## src/rtl/qmt_pkg.sv

```systemverilog
package qmt_pkg;
  // Word indices on the register bus (byte offset / 4)
  localparam int IDX_STAT = 0;
  localparam int IDX_LO   = 1;
  localparam int IDX_HI   = 2;
  localparam int IDX_CMP0 = 3;
endpackage

```

## src/rtl/qmt_counter.sv

```systemverilog
module qmt_counter #(
  parameter int LO_W = 32,
  parameter int HI_W = 32,
  localparam int CNT_W = LO_W + HI_W
) (
  input  logic             clk,
  input  logic             rst,
  input  logic             tick_en,
  output logic [CNT_W-1:0] count_q,
  output logic [LO_W-1:0]  lo_next
);
  always_ff @(posedge clk) begin
    if (rst)          count_q <= '0;
    else if (tick_en) count_q <= count_q + CNT_W'(1);
  end

  // Low word the next tick will produce (wraps modulo 2^LO_W)
  assign lo_next = count_q[LO_W-1:0] + LO_W'(1);
endmodule

```

## src/rtl/qmt_channel.sv

```systemverilog
module qmt_channel #(
  parameter int LO_W = 32
) (
  input  logic            clk,
  input  logic            rst,
  input  logic            tick_en,
  input  logic [LO_W-1:0] lo_next,
  input  logic            cmp_we,
  input  logic [LO_W-1:0] cmp_wdata,
  input  logic            clr,
  output logic [LO_W-1:0] cmp_q,
  output logic            flag_q
);
  logic hit;

  // Equality is reached at the edge where the tick lands on the compare value
  assign hit = tick_en && (lo_next == cmp_q);

  always_ff @(posedge clk) begin
    if (rst)         cmp_q <= '0;
    else if (cmp_we) cmp_q <= cmp_wdata;
  end

  // Set wins over clear
  always_ff @(posedge clk) begin
    if (rst) flag_q <= 1'b0;
    else     flag_q <= hit | (flag_q & ~clr);
  end
endmodule

```

## src/rtl/qmt_decode.sv

```systemverilog
module qmt_decode
  import qmt_pkg::*;
#(
  parameter int ADDR_W = 5,
  parameter int N_CH   = 4,
  localparam int WORD_W = ADDR_W - 2
) (
  input  logic              wr_en,
  input  logic              rd_en,
  input  logic [ADDR_W-1:0] addr,
  output logic              stat_we,
  output logic [N_CH-1:0]   cmp_we,
  output logic              rd_hit,
  output logic [WORD_W-1:0] word
);
  logic aligned;

  assign aligned = (addr[1:0] == 2'b00);
  assign word    = addr[ADDR_W-1:2];
  assign stat_we = wr_en && aligned && (word == WORD_W'(IDX_STAT));
  assign rd_hit  = rd_en && aligned;

  for (genvar g = 0; g < N_CH; g++) begin : g_we
    assign cmp_we[g] = wr_en && aligned && (word == WORD_W'(IDX_CMP0 + g));
  end
endmodule

```

## src/rtl/quad_match_timer.sv

```systemverilog
module quad_match_timer
  import qmt_pkg::*;
#(
  parameter int N_CH   = 4,
  parameter int LO_W   = 32,
  parameter int HI_W   = 32,
  parameter int DATA_W = 32,
  parameter int ADDR_W = 5,
  localparam int CNT_W  = LO_W + HI_W,
  localparam int WORD_W = ADDR_W - 2
) (
  input  logic              clk,
  input  logic              rst,
  input  logic              tick_en,
  input  logic              wr_en,
  input  logic              rd_en,
  input  logic [ADDR_W-1:0] addr,
  input  logic [DATA_W-1:0] wdata,
  output logic [DATA_W-1:0] rdata,
  output logic [N_CH-1:0]   irq
);
  logic [CNT_W-1:0]  count_q;
  logic [LO_W-1:0]   lo_next;
  logic              stat_we;
  logic [N_CH-1:0]   cmp_we;
  logic              rd_hit;
  logic [WORD_W-1:0] word;
  logic [N_CH-1:0]   flag_q;
  logic [LO_W-1:0]   cmp_q [N_CH];
  logic [DATA_W-1:0] rd_d;

  qmt_counter #(.LO_W(LO_W), .HI_W(HI_W)) u_cnt (
    .clk(clk), .rst(rst), .tick_en(tick_en),
    .count_q(count_q), .lo_next(lo_next)
  );

  qmt_decode #(.ADDR_W(ADDR_W), .N_CH(N_CH)) u_dec (
    .wr_en(wr_en), .rd_en(rd_en), .addr(addr),
    .stat_we(stat_we), .cmp_we(cmp_we), .rd_hit(rd_hit), .word(word)
  );

  for (genvar g = 0; g < N_CH; g++) begin : g_ch
    qmt_channel #(.LO_W(LO_W)) u_ch (
      .clk(clk), .rst(rst), .tick_en(tick_en), .lo_next(lo_next),
      .cmp_we(cmp_we[g]), .cmp_wdata(wdata[LO_W-1:0]),
      .clr(stat_we && wdata[g]),
      .cmp_q(cmp_q[g]), .flag_q(flag_q[g])
    );
  end

  assign irq = flag_q;

  always_comb begin
    rd_d = '0;
    if (word == WORD_W'(IDX_STAT))    rd_d[N_CH-1:0] = flag_q;
    else if (word == WORD_W'(IDX_LO)) rd_d[LO_W-1:0] = count_q[LO_W-1:0];
    else if (word == WORD_W'(IDX_HI)) rd_d[HI_W-1:0] = count_q[CNT_W-1:LO_W];
    for (int i = 0; i < N_CH; i++) begin
      if (word == WORD_W'(IDX_CMP0 + i)) rd_d[LO_W-1:0] = cmp_q[i];
    end
  end

  always_ff @(posedge clk) begin
    if (rst)         rdata <= '0;
    else if (rd_hit) rdata <= rd_d;
  end
endmodule

```

## config.mk

```make
export PLATFORM = sky130hd
export DESIGN_NAME = quad_match_timer
export DESIGN_NICKNAME = d
export VERILOG_FILES = /design/src/rtl/qmt_pkg.sv /design/src/rtl/qmt_counter.sv /design/src/rtl/qmt_channel.sv /design/src/rtl/qmt_decode.sv /design/src/rtl/quad_match_timer.sv
export SDC_FILE = /design/constraint.sdc
export NUM_CORES = 1
export LEC_CHECK = 0
export BUFFER_PORTS_ARGS = -buffer_cell sky130_fd_sc_hd__buf_4
export CAP_MARGIN = 20
export CORE_MARGIN = 2
export CORE_UTILIZATION = 35
export CTS_CLUSTER_DIAMETER = 40
export DETAILED_ROUTE_END_ITERATION = 8
export PLACE_DENSITY_LB_ADDON = 0.2
export SETUP_SLACK_MARGIN = 0.05
export SYNTH_ARGS = -nofsm -noshare
export SYNTH_HDL_FRONTEND = slang
export SYNTH_SLANG_ARGS = --single-unit
export TNS_END_PERCENT = 30
```

## constraint.sdc

```tcl
create_clock -name clk -period 3.6 [get_ports clk]
set_input_delay 0.18 -clock clk [delete_from_list [all_inputs] [get_ports clk]]
set_output_delay 0.18 -clock clk [all_outputs]
set_load 0.02 [all_outputs]
```

Word-level counts from Yosys, hierarchy flattened
Cells that the tools add are included.
{"block": "op_classes", "addsub": 2, "eq_ne": 10, "muxes": 8, "bitwise": 12, "reduce_logical": 17}
{"cell": "32-bit 2-to-1 mux", "n": 6}
{"cell": "32-bit equality test", "n": 4}
{"cell": "64-bit by 1-bit adder with 64-bit output, second input constant", "n": 1}
{"cell": "32-bit by 1-bit adder with 32-bit output, second input constant", "n": 1}
{"cell": "28-bit 2-to-1 mux", "n": 1}
{"cell": "1-bit logical AND", "n": 15}
{"cell": "3-bit equality test, second input constant", "n": 3}
{"cell": "3-bit by 2-bit equality test with 1-bit output, second input constant", "n": 2}
{"cell": "1-bit AND", "n": 4}
{"cell": "4-bit 2-to-1 mux", "n": 1}
{"cell": "1-bit inverter", "n": 4}
{"cell": "1-bit bitwise OR", "n": 4}
{"cell": "3-bit by 1-bit equality test with 1-bit output, second input constant", "n": 1}
{"cell": "3-bit logical NOT", "n": 1}
{"cell": "2-bit logical NOT", "n": 1}
{"block": "word_totals", "register_bits": 228, "in_bits": 42, "elab_cells": 59}

Depth between registers and ports, before layout
Gate-level depths: netlist (run 1).
{"block": "depth", "depth_word": 8, "ltp_mapped": 11, "ltp_nobuf": 9}

Modules after synthesis
A second synthesis (run 1) with hierarchy kept.
{"block": "hier_totals", "hier_cells": 1456, "hier_area_um2": 12405.6}
{"module": "qmt_channel", "instances": 4, "cells_per_inst": 151, "area_each_um2": 1506.4}
{"module": "qmt_counter", "instances": 1, "cells_per_inst": 451, "area_each_um2": 3611.0}
{"module": "quad_match_timer", "instances": 1, "cells_per_inst": 387, "area_each_um2": 2668.8}
{"module": "qmt_decode", "instances": 1, "cells_per_inst": 14, "area_each_um2": 100.1}

Worst setup path after synthesis (run 1)
No wires, ideal clock.
{"block": "synth_timing", "path_type": "register to register", "start": "register u_cnt.count_q[1]", "end": "register g_ch[2].u_ch.flag_q", "setup_ns": 0.084, "t_arrival_ns": 2.836, "required_time_ns": 3.516, "slack_ns": 0.679, "stages_incl_launch_ff": 10, "n_path_buf": 1, "period_less_slack_ns": 2.921, "cell_sequence": "dfxtp_1 > ha_1 > clkbuf_1 > nand2_1 > nor3_1 > xnor2_1 > xnor2_1 > a2111o_1 > or4_1 > o31ai_2"}
{"block": "synth_between", "elab_chain_cells": 4}
{"element": "start: declaration", "line": "qmt_counter.sv:9", "source": "output logic [CNT_W-1:0] count_q,"}
{"element": "start signal: assignment", "line": "qmt_counter.sv:14", "source": "else if (tick_en) count_q <= count_q + CNT_W'(1);"}
{"element": "32-bit by 1-bit adder with 32-bit output", "line": "qmt_counter.sv:18", "source": "assign lo_next = count_q[LO_W-1:0] + LO_W'(1);"}
{"element": "32-bit equality test", "line": "qmt_channel.sv:17", "source": "assign hit = tick_en && (lo_next == cmp_q);"}
{"element": "1-bit logical AND", "line": "qmt_channel.sv:17"}
{"element": "1-bit bitwise OR", "line": "qmt_channel.sv:27", "source": "else flag_q <= hit | (flag_q & ~clr);"}
{"element": "end signal: assignment", "line": "qmt_channel.sv:27"}
{"element": "end: declaration", "line": "qmt_channel.sv:12", "source": "output logic flag_q"}
No other way between the ends.
A chain may end at the register's enable or synchronous reset.

Final worst setup path (run 1)
{"block": "layout_timing", "start": "register u_cnt.count_q[17]", "end": "register g_ch[2].u_ch.flag_q"}
The elaborated chain is that of the path after synthesis.

==> impl_metrics.ini, run 1 <==
[power_and_ir_drop]
p_switching_mw = 1.75
powerDensity_nw_per_um2 = 452
combPwrFrac_pct = 6.6
p_int_mw = 5.67
switching_share_pct = 23.6
vdd_drop_max_uv = 257
clkPwrFrac_pct = 58.6
power_mw = 7.42
power.leakage_nw = 5.95
seq_power_share_pct = 34.8

[clock_network]
cts_tree = yes
cts_made_buffers = 43
clockRootBuffer = clkbuf_16
cts_num_sinks = 228
htreeDepth = 2
clk_pin_slew_worst_paths_ns = 0.05
clock_path_buffers = 3
clk_latency_ns = 0.56

[yosys]
synth_top_family_by_area = simple AND/OR/NAND/NOR gates
synth.area.top_cells = dfxtp_1, a21oi_1, nand2_1
netlist_top_cells_count = nand2_1, a21oi_1, dfxtp_1, nor2_1, clkbuf_1
synth_compound_area_share_pct = 17.7
syn_area_per_cell_sq_um = 7.38
synthMuxAreaShare_pct = 2.79
postSynthCellCount = 1796
yosysMostFrequentCell = nand2_1
synth_fa_ha_area_share_pct = 0.170
synth_nets = 1839
synthXorXnorAreaFrac_pct = 12.1
synth_top_area_share_pct = 34.4
synth_seq_area_share_pct = 34.4
synth_seq_cells = 228
synth_top_area_cell = dfxtp_1
synthesis.area_sq_um = 13300
synth_async_sr_flop_share_pct = 0
synth_edf_count = 0
ys_warn_count = 0
synthFlopType = dfxtp_1
synth_cell_types = 69
yosys.area_share.simple_pct = 28.0

[layout]
nFillCells = 3959
seq_area_sq_um = 4560
final_cells = 2437
final_layout_size_suffix_gt1_share_pct = 13.7
fin_nets = 1938
diodes = 0
utilization_pct = 43.8
area_delta_synth_final_pct = 23.9
multi_input_area_sq_um = 8100
finalInstanceArea_sq_um = 16400

[run_status]
status = completed

[setup_path]
slowest_delay_ns = 0.56
worst_r2r_path_depth = 8
crit_buf_inv = 0
r2r_slack_ns = 0.14
critPathTopFamily = simple AND/OR/NAND/NOR gates
worstSetupStartpointType = flip-flop
path_depth = 8
r2r_start = u_cnt.count_q[17]$_SDFFE_PP0P_
crit_type = flip-flop to flip-flop
reg2reg_to = g_ch[2].u_ch.flag_q$_SDFF_PP0_
critPathRequiredTime_ns = 4.06
cp.arrival_ns = 3.92
crit_fanout = 10
path_cells = and4_1 -> nand4_2 -> o21ai_0 -> a21oi_1 -> a2111oi_2 -> nand4b_1 -> or4_1 -> o31ai_2
cp_slowest_cell = or4_1
worstSetupEndpointType = flip-flop

[grt]
grt_overflow = 0
grt_pass1_vias = 12805
grt_start_max_net_pins = 89
antenna_found_initial = 1
grt_pass1_wl_mm = 84.6
grt_usage_pct = 28.8

[sta]
fin_ws_ns = 0.139
fmax_mhz = 289
slew_violations = 0
setup_viol = 0
whs_ns = 0.0408
fin_setup_tns_ns = 0
tightest_slew_ns = 1.01
rsz0062_at_grt = yes
fin_skew_ns = 0.0196
period_share_pct = 96.1
hold_violations = 0
fin_crit_ns = 3.46
relSlewSlack_pct = 32.7

[hold_path]
hold_path_startpoint = rst
min_path_type = input pin to flip-flop
min_to = rdata[31]$_SDFFE_PP0P_
whs_path_depth = 2

[placed_design]
gp_congestion = 1.02
numPortBuffers = 77
placed_area_sq_um = 14500
post-dp-hpwl_mm = 42.7
pre_cts_slack_ns = -0.0424
placed_cells = 2327

[die]
core_area_sq_um = 37500
start_util_pct = 35.4
rows = 71
die_x_microns = 199
dieArea_sq_um = 39500
die_h_microns = 199
io_pins = 78

[route]
first_iter_violations = 1166
ant_nets = 0
drc = 0
dr.pass1.iters = 5
wl_per_cell_microns = 23.2
wl_mm = 56.5
vias_per_cell = 5.56
dr_total_vias = 13555

[job]
cap_violations = 0
## worst register-to-register path: cells and delay by family, from the launching register on
family	cells	cell delay, ns
AND/OR/NAND/NOR	4	1.60
AO/OA/AOI/OAI	4	1.25
flip-flops	1	0.51
## flip-flops by register name, summed over array words and instances (netlist names)
| register | flops |
|---|---|
| u_cnt.count_q | 64 |
| g_ch.u_ch.flag_q | 4 |
| rdata | 32 |
| g_ch.u_ch.cmp_q | 128 |
## worst max path at each step
| stage | from | endpoint | slack [ns] |
|---|---|---|---|
| floorplan | u_cnt.count_q[1]$_SDFFE_PP0P_ | g_ch[2].u_ch.flag_q$_SDFF_PP0_ | 0.68 |
| global placement | u_cnt.count_q[13]$_SDFFE_PP0P_ | g_ch[2].u_ch.flag_q$_SDFF_PP0_ | -0.02 |
| detailed placement | u_cnt.count_q[13]$_SDFFE_PP0P_ | g_ch[2].u_ch.flag_q$_SDFF_PP0_ | -0.04 |
| CTS | u_cnt.count_q[13]$_SDFFE_PP0P_ | g_ch[2].u_ch.flag_q$_SDFF_PP0_ | 0.06 |
| global route | u_cnt.count_q[1]$_SDFFE_PP0P_ | g_ch[2].u_ch.flag_q$_SDFF_PP0_ | 0.009 |
| finish | u_cnt.count_q[17]$_SDFFE_PP0P_ | g_ch[2].u_ch.flag_q$_SDFF_PP0_ | 0.14 |
## layer usage
metal  wire (microns)  global-route usage [%]  vias up  share of wire (%)
li1                 -                       -     6413                  -
met1            25900                    39.9     6576                 46
met2            25500                    45.6      468                 45
met3             3170                    4.10       96                5.6
met4             1890                    10.3        2                3.3
met5               13                       0        -              0.023
## cell families after synthesis
family	after synthesis
and+or+nand+nor	796
adders and majority gates	2
DFF	228
buffers and inverters	154
AOI/OAI and AO/OA	400
xor gates and xnor gates	179
muxes	37
## power by group through the flow
stage	clock network (mW)	registers, mW	logic [mW]
4_1_cts	4.40	2.58	0.482
5_1_grt	4.52	2.59	0.519
3_5_place_dp	0	2.63	0.452
2_1_floorplan	0	2.63	0.249
6_report	4.35	2.59	0.487
3_3_place_gp	0	2.63	0.451
## cell usage in the layout, fill, tap and decap left out, types with 7 or more instances in the layout
cell type	count
clkinv_2	8
o22ai_1	31
buf_4	160
nor4_1	20
nor2b_1	8
a21oi_1	247
dlygate4sd3_1	32
nand3_1	49
clkbuf_16	43
nor3_1	21
nor3b_1	16
inv_1	15
xnor2_1	105
and3_1	19
nor2_1	226
o21ai_0	29
nand4_1	30
nand2b_1	10
a211oi_1	33
mux2i_1	37
o2111ai_1	9
and4_1	7
dfxtp_1	228
bufinv_16	9
or3_1	14
xor2_1	71
nand2_1	325
## timing repair
item | 4_1_cts | 5_1_grt
hold endpoints to repair | 129 | 0
hold buffers | 32 | 0
cloned | 0 | 0
pin swaps | 0 | 2
setup buffers | 0 | 2
endpoints found under the setup margin | 1 | 2
resized for setup | 3 | 2
## final cells by class
cell class                 instances  area share [%]
multi-input combinational       1414            49.3
clock buffer                      53            7.14
sequential                       228            27.8
tap                              511            3.89
clock inverter                    23            2.19
inverter                          15           0.343
timing repair buffer             193            9.33
Power figures use the tool's default switching activity.
==> run 2: changes to the inputs <==
--- a/config.mk
+++ b/config.mk
@@ -9,6 +9,7 @@
 export CAP_MARGIN = 20
 export CORE_MARGIN = 2
 export CORE_UTILIZATION = 35
+export CTS_BUF_LIST = sky130_fd_sc_hd__clkbuf_8
 export CTS_CLUSTER_DIAMETER = 40
 export DETAILED_ROUTE_END_ITERATION = 8
 export PLACE_DENSITY_LB_ADDON = 0.2
==> constraint.sdc (replaced) <==
create_clock -name clk -period 4.4 [get_ports clk]
set_input_delay 0.22 -clock clk [delete_from_list [all_inputs] [get_ports clk]]
set_output_delay 0.22 -clock clk [all_outputs]
set_load 0.02 [all_outputs]
==> run 2 against run 1 <==
Net effect:
- clock skew fell by 0.0065 ns
- worst setup slack improved by 0.25 ns
- power is 35% lower
- sequential share of layout area rose by 1.7 points
- combinational power fell by 22%
- die area unchanged
- first-iteration DRC count up 8.3%
- largest cell class unchanged
==> impl_metrics.ini, run 2 (same netlist as run 1, synthesis figures left out) <==
[clock_network]
htreeDepth = 2
clk_pin_slew_worst_paths_ns = 0.06
clock_path_buffers = 3
cts_made_buffers = 47
cts_tree = yes
clk_latency_ns = 0.62
ctsHoldBuffers = 32
clockRootBuffer = clkbuf_8
post_cts_resized = 0
cts_setup_buffers = 0
cts_num_sinks = 228

[sta]
slew_violations = 0
fin_skew_ns = 0.0131
fin_setup_tns_ns = 0
fmax_mhz = 250
relSlewSlack_pct = 33.1
tightest_slew_ns = 1.00
period_share_pct = 91.1
fin_crit_ns = 4.01
hold_violations = 0
setup_viol = 0
rsz0062_at_grt = no

[run_status]
status = completed

[route]
dr.pass1.iters = 5
ant_nets = 0
vias_per_cell = 5.57
first_iter_violations = 1263
drc = 0
dr_total_vias = 13339
wl_per_cell_microns = 22.8
wl_mm = 54.6

[die]
die_h_microns = 199
dieArea_sq_um = 39500
start_util_pct = 35.4
rows = 71
core_area_sq_um = 37500
die_x_microns = 199
io_pins = 78

[layout]
diodes = 0
area_delta_synth_final_pct = 16.9
largest_reg_flops = 128
final_layout_size_suffix_gt1_share_pct = 11.3
largest_register = g_ch.u_ch.cmp_q
nFillCells = 4003
final_cell_mix = nand2_1, a21oi_1, dfxtp_1
final_common_cell = nand2_1
finalInstanceArea_sq_um = 15500
fin_nets = 1896
top_regs = g_ch.u_ch.cmp_q: 128 flops, u_cnt.count_q: 64 flops, rdata: 32 flops
utilization_pct = 41.3

[setup_path]
worstSetupStartpointType = flip-flop
cp.arrival_ns = 4.53
critPathRequiredTime_ns = 4.92
worstSetupEndpointType = flip-flop
crit_type = flip-flop to flip-flop
crit_fanout = 13

[power_and_ir_drop]
powerDensity_nw_per_um2 = 310
power.leakage_nw = 5.48
power_mw = 4.81
vdd_drop_max_uv = 155

[grt]
grt_pass1_wl_mm = 81.8
grt_overflow = 0
grt_start_max_net_pins = 94
antenna_found_initial = 0
grt_usage_pct = 27.8
grt_pass1_vias = 12370

[placed_design]
placed_area_sq_um = 14200
gp_congestion = 0.968
post-dp-hpwl_mm = 40.1
numPortBuffers = 77

[hold_path]
min_path_type = input pin to flip-flop

[job]
cap_violations = 0
[run 2: cell types whose count changed in the layout (fill, tap and decap cells not counted), moves of 2 or more]
cell       change
nor4_1         +2
buf_4         -47
clkinv_2       -3
inv_6          -2
bufinv_16      -6
inv_1         +12
clkbuf_8      +49
clkbuf_16     -43
clkbuf_1       -4
[run 2: final timing paths]
| path | startpoint | to | slack, ns | depth (start not counted) |
|---|---|---|---|---|
| worst min register to register | g_ch[3].u_ch.cmp_q[8]$_SDFFE_PP0P_ | g_ch[3].u_ch.cmp_q[8]$_SDFFE_PP0P_ | 0.48 | 2 |
| worst max-delay path | u_cnt.count_q[6]$_SDFFE_PP0P_ | g_ch[2].u_ch.flag_q$_SDFF_PP0_ | 0.39 | 9 |
| worst min-delay path | rd_en | rdata[2]$_SDFFE_PP0P_ | 0.08 | 4 |
| worst max register to register | u_cnt.count_q[6]$_SDFFE_PP0P_ | g_ch[2].u_ch.flag_q$_SDFF_PP0_ | 0.39 | 9 |
[run 2: routing by layer]
layer / global-route usage (%) / vias to the layer above / routed length [microns]
met5: 0 / - / 0
li1: - / 6331 / -
met4: 8.96 / 0 / 1680
met3: 4.26 / 91 / 3480
met1: 38.5 / 6430 / 24700
met2: 44.2 / 487 / 24700
[run 2: per-stage QoR]
stage / setup slack [ns] / hold WS (ns) / cells
2_1_floorplan: 1.48 / 0.356 / 1796
3_3_place_gp: 0.640 / 0.462 / 2283
3_5_place_dp: 0.576 / 0.472 / 2283
4_1_cts: 0.571 / 0.0536 / 2395
5_1_grt: 0.222 / 0.0986 / 2395
6_report: 0.393 / 0.0810 / 2395
[run 2: worst max-delay path: stages, from the launching register on]
cell       delay, ns
dfxtp_1         0.61
nand4_1         0.63
nor4_1          0.46
buf_4           0.20
xnor2_1         0.24
nor2_1          0.10
a2111oi_0       0.67
nand4b_1        0.19
or4_1           0.61
o31ai_2         0.21
[run 2: power breakdown]
| group | leakage (nW) | total, mW | switching [mW] | internal (mW) |
|---|---|---|---|---|
| clock | 0.526 | 2.31 | 0.998 | 1.31 |
| combinational | 3.12 | 0.382 | 0.247 | 0.135 |
| sequential | 1.84 | 2.11 | 0.0273 | 2.09 |
| total | 5.48 | 4.81 | 1.27 | 3.53 |
[run 2: layout make-up]
type	count	area, sq um	share of cell area, %
clock inverters	25	199	1.28
repair buffers	147	1200	7.75
flip-flops and latches	228	4560	29.5
clock buffers	55	757	4.89
inverters	15	56.3	0.363
well taps	511	639	4.13
multi-input cells	1414	8080	52.1
==> run 3: changes to the inputs <==
--- a/config.mk
+++ b/config.mk
@@ -13,6 +13,7 @@
 export CTS_CLUSTER_DIAMETER = 40
 export DETAILED_ROUTE_END_ITERATION = 8
 export PLACE_DENSITY_LB_ADDON = 0.2
+export RECOVER_POWER = 50
 export SETUP_SLACK_MARGIN = 0.05
 export SYNTH_ARGS = -nofsm -noshare
 export SYNTH_HDL_FRONTEND = slang
==> run 3 against run 2 <==
Net effect:
- wire length about the same
- first-iteration DRC count is 0.87% lower
- sequential cell count unchanged
- global-route usage unchanged
- the run now ends with max-capacitance violations, max-slew violations left
- clock skew is 0.0015 ns higher
- count of clock-buffer cells in the layout stayed put
- cell count is the same
- largest cell class unchanged
- power decreased by 0.22%
- critical path type unchanged
- combinational power decreased by 2%
==> impl_metrics.ini, run 3 (same netlist as run 1, synthesis figures left out) <==
[run_status]
status = finished with violations
failed_checks = max-capacitance violations, max-slew violations

[grt]
grt_start_max_net_pins = 94
grt_pass1_vias = 12370
antenna_found_initial = 0
grt_usage_pct = 27.8
grt_overflow = 0
grt_pass1_wl_mm = 81.8

[layout]
finalInstanceArea_sq_um = 15300
largest_reg_flops = 128
final_layout_size_suffix_gt1_share_pct = 9.08
utilization_pct = 40.9
final_common_cell = nand2_1
top_regs = g_ch.u_ch.cmp_q: 128 flops, u_cnt.count_q: 64 flops, rdata: 32 flops
nFillCells = 4032
final_cell_mix = nand2_1, a21oi_1, dfxtp_1
largest_register = g_ch.u_ch.cmp_q
diodes = 0
fin_nets = 1896
final_cells = 2395
area_delta_synth_final_pct = 15.6

[power_and_ir_drop]
p_switching_mw = 1.27
combPwrFrac_pct = 7.8
powerDensity_nw_per_um2 = 313
clkPwrFrac_pct = 48.1
p_int_mw = 3.52
power.leakage_nw = 5.31
seq_power_share_pct = 44.1
vdd_drop_max_uv = 155
switching_share_pct = 26.5
power_mw = 4.79

[route]
first_iter_violations = 1252
dr_total_vias = 13318
ant_nets = 0
vias_per_cell = 5.56
wl_per_cell_microns = 22.8
drc = 0
dr.pass1.iters = 5
wl_mm = 54.6

[sta]
fmax_mhz = 250
relSlewSlack_pct = -38.0
rsz0062_at_grt = no
setup_viol = 0
hold_violations = 0
fin_ws_ns = 0.401
whs_ns = 0.0828
tightest_slew_ns = 2.07
fin_setup_tns_ns = 0
fin_skew_ns = 0.0147
period_share_pct = 90.9
slew_violations = 345
fin_crit_ns = 4.00

[setup_path]
critPathTopFamily = simple AND/OR/NAND/NOR gates
slowest_delay_ns = 0.66
worstSetupStartpointType = flip-flop
worstSetupEndpointType = flip-flop
crit_fanout = 13
critPathRequiredTime_ns = 4.92
path_cells = nand4_1 -> nor4_1 -> buf_4 -> xnor2_1 -> nor2_1 -> a2111oi_0 -> nand4b_1 -> or4_1 -> o31ai_2
worst_r2r_path_depth = 9
crit_buf_inv = 1
crit_type = flip-flop to flip-flop
path_depth = 9
cp_slowest_cell = a2111oi_0
cp.arrival_ns = 4.52

[clock_network]
cts_setup_buffers = 0
cts_made_buffers = 47
cts_num_sinks = 228
clockRootBuffer = clkbuf_8
clk_latency_ns = 0.62
cts_tree = yes
post_cts_resized = 0
htreeDepth = 2
clk_pin_slew_worst_paths_ns = 0.06
clock_path_buffers = 3
ctsHoldBuffers = 32

[placed_design]
placed_cells = 2283
post-dp-hpwl_mm = 40.1
placed_area_sq_um = 14200
numPortBuffers = 77
pre_cts_slack_ns = 0.576
gp_congestion = 0.968

[die]
rows = 71
die_x_microns = 199
io_pins = 78
die_h_microns = 199
core_area_sq_um = 37500
dieArea_sq_um = 39500
start_util_pct = 35.4

[hold_path]
whs_path_depth = 4
min_path_type = input pin to flip-flop

[job]
cap_violations = 7
run 3: cell types whose count changed in the layout (fill, tap and decap cells not counted):
| cell | previous run | this run |
|---|---|---|
| clkbuf_4 | 0 | 1 |
| clkbuf_1 | 0 | 39 |
| buf_6 | 1 | 0 |
| or3_2 | 1 | 0 |
| nand2_2 | 2 | 1 |
| buf_4 | 113 | 70 |
| or3_1 | 14 | 15 |
| nand2_1 | 324 | 325 |
| clkbuf_2 | 0 | 4 |
run 3: layout make-up:
type	instances	area (sq um)	area share, %
multi-input combinational	1414	8070	52.7
sequential	228	4560	29.8
timing repair buffer	147	1040	6.78
clock buffer	55	757	4.94
tap	511	639	4.17
clock inverter	25	199	1.30
inverter	15	56.3	0.367
run 3: final timing paths:
path / startpoint / endpoint / slack (ns)
setup / recovery: u_cnt.count_q[6]$_SDFFE_PP0P_ / g_ch[2].u_ch.flag_q$_SDFF_PP0_ / 0.40
hold / removal: rd_en / rdata[2]$_SDFFE_PP0P_ / 0.08
setup reg to reg: u_cnt.count_q[6]$_SDFFE_PP0P_ / g_ch[2].u_ch.flag_q$_SDFF_PP0_ / 0.40
hold reg to reg: g_ch[3].u_ch.cmp_q[8]$_SDFFE_PP0P_ / g_ch[3].u_ch.cmp_q[8]$_SDFFE_PP0P_ / 0.48
run 3: tightest hold or removal path: stages:
cell	delay, ns
buf_4	0.11
and2_1	0.17
nor2_1	0.09
nor3_1	0.05
run 3: power by group through the flow:
| stage | registers, mW | logic (mW) | clock network (mW) |
|---|---|---|---|
| after CTS | 2.11 | 0.380 | 2.35 |
| final | 2.11 | 0.373 | 2.31 |
| after floorplan | 2.16 | 0.204 | 0 |
| after global placement | 2.16 | 0.354 | 0 |
| after global routing | 2.12 | 0.400 | 2.45 |
| after detailed placement | 2.16 | 0.355 | 0 |
run 3: metal layers:
metal,GRT usage (%),wire length (microns),up-vias
met5,0,0,-
li1,-,-,6322
met1,38.5,24800,6428
met3,4.26,3440,89
met2,44.2,24700,479
met4,8.96,1670,0
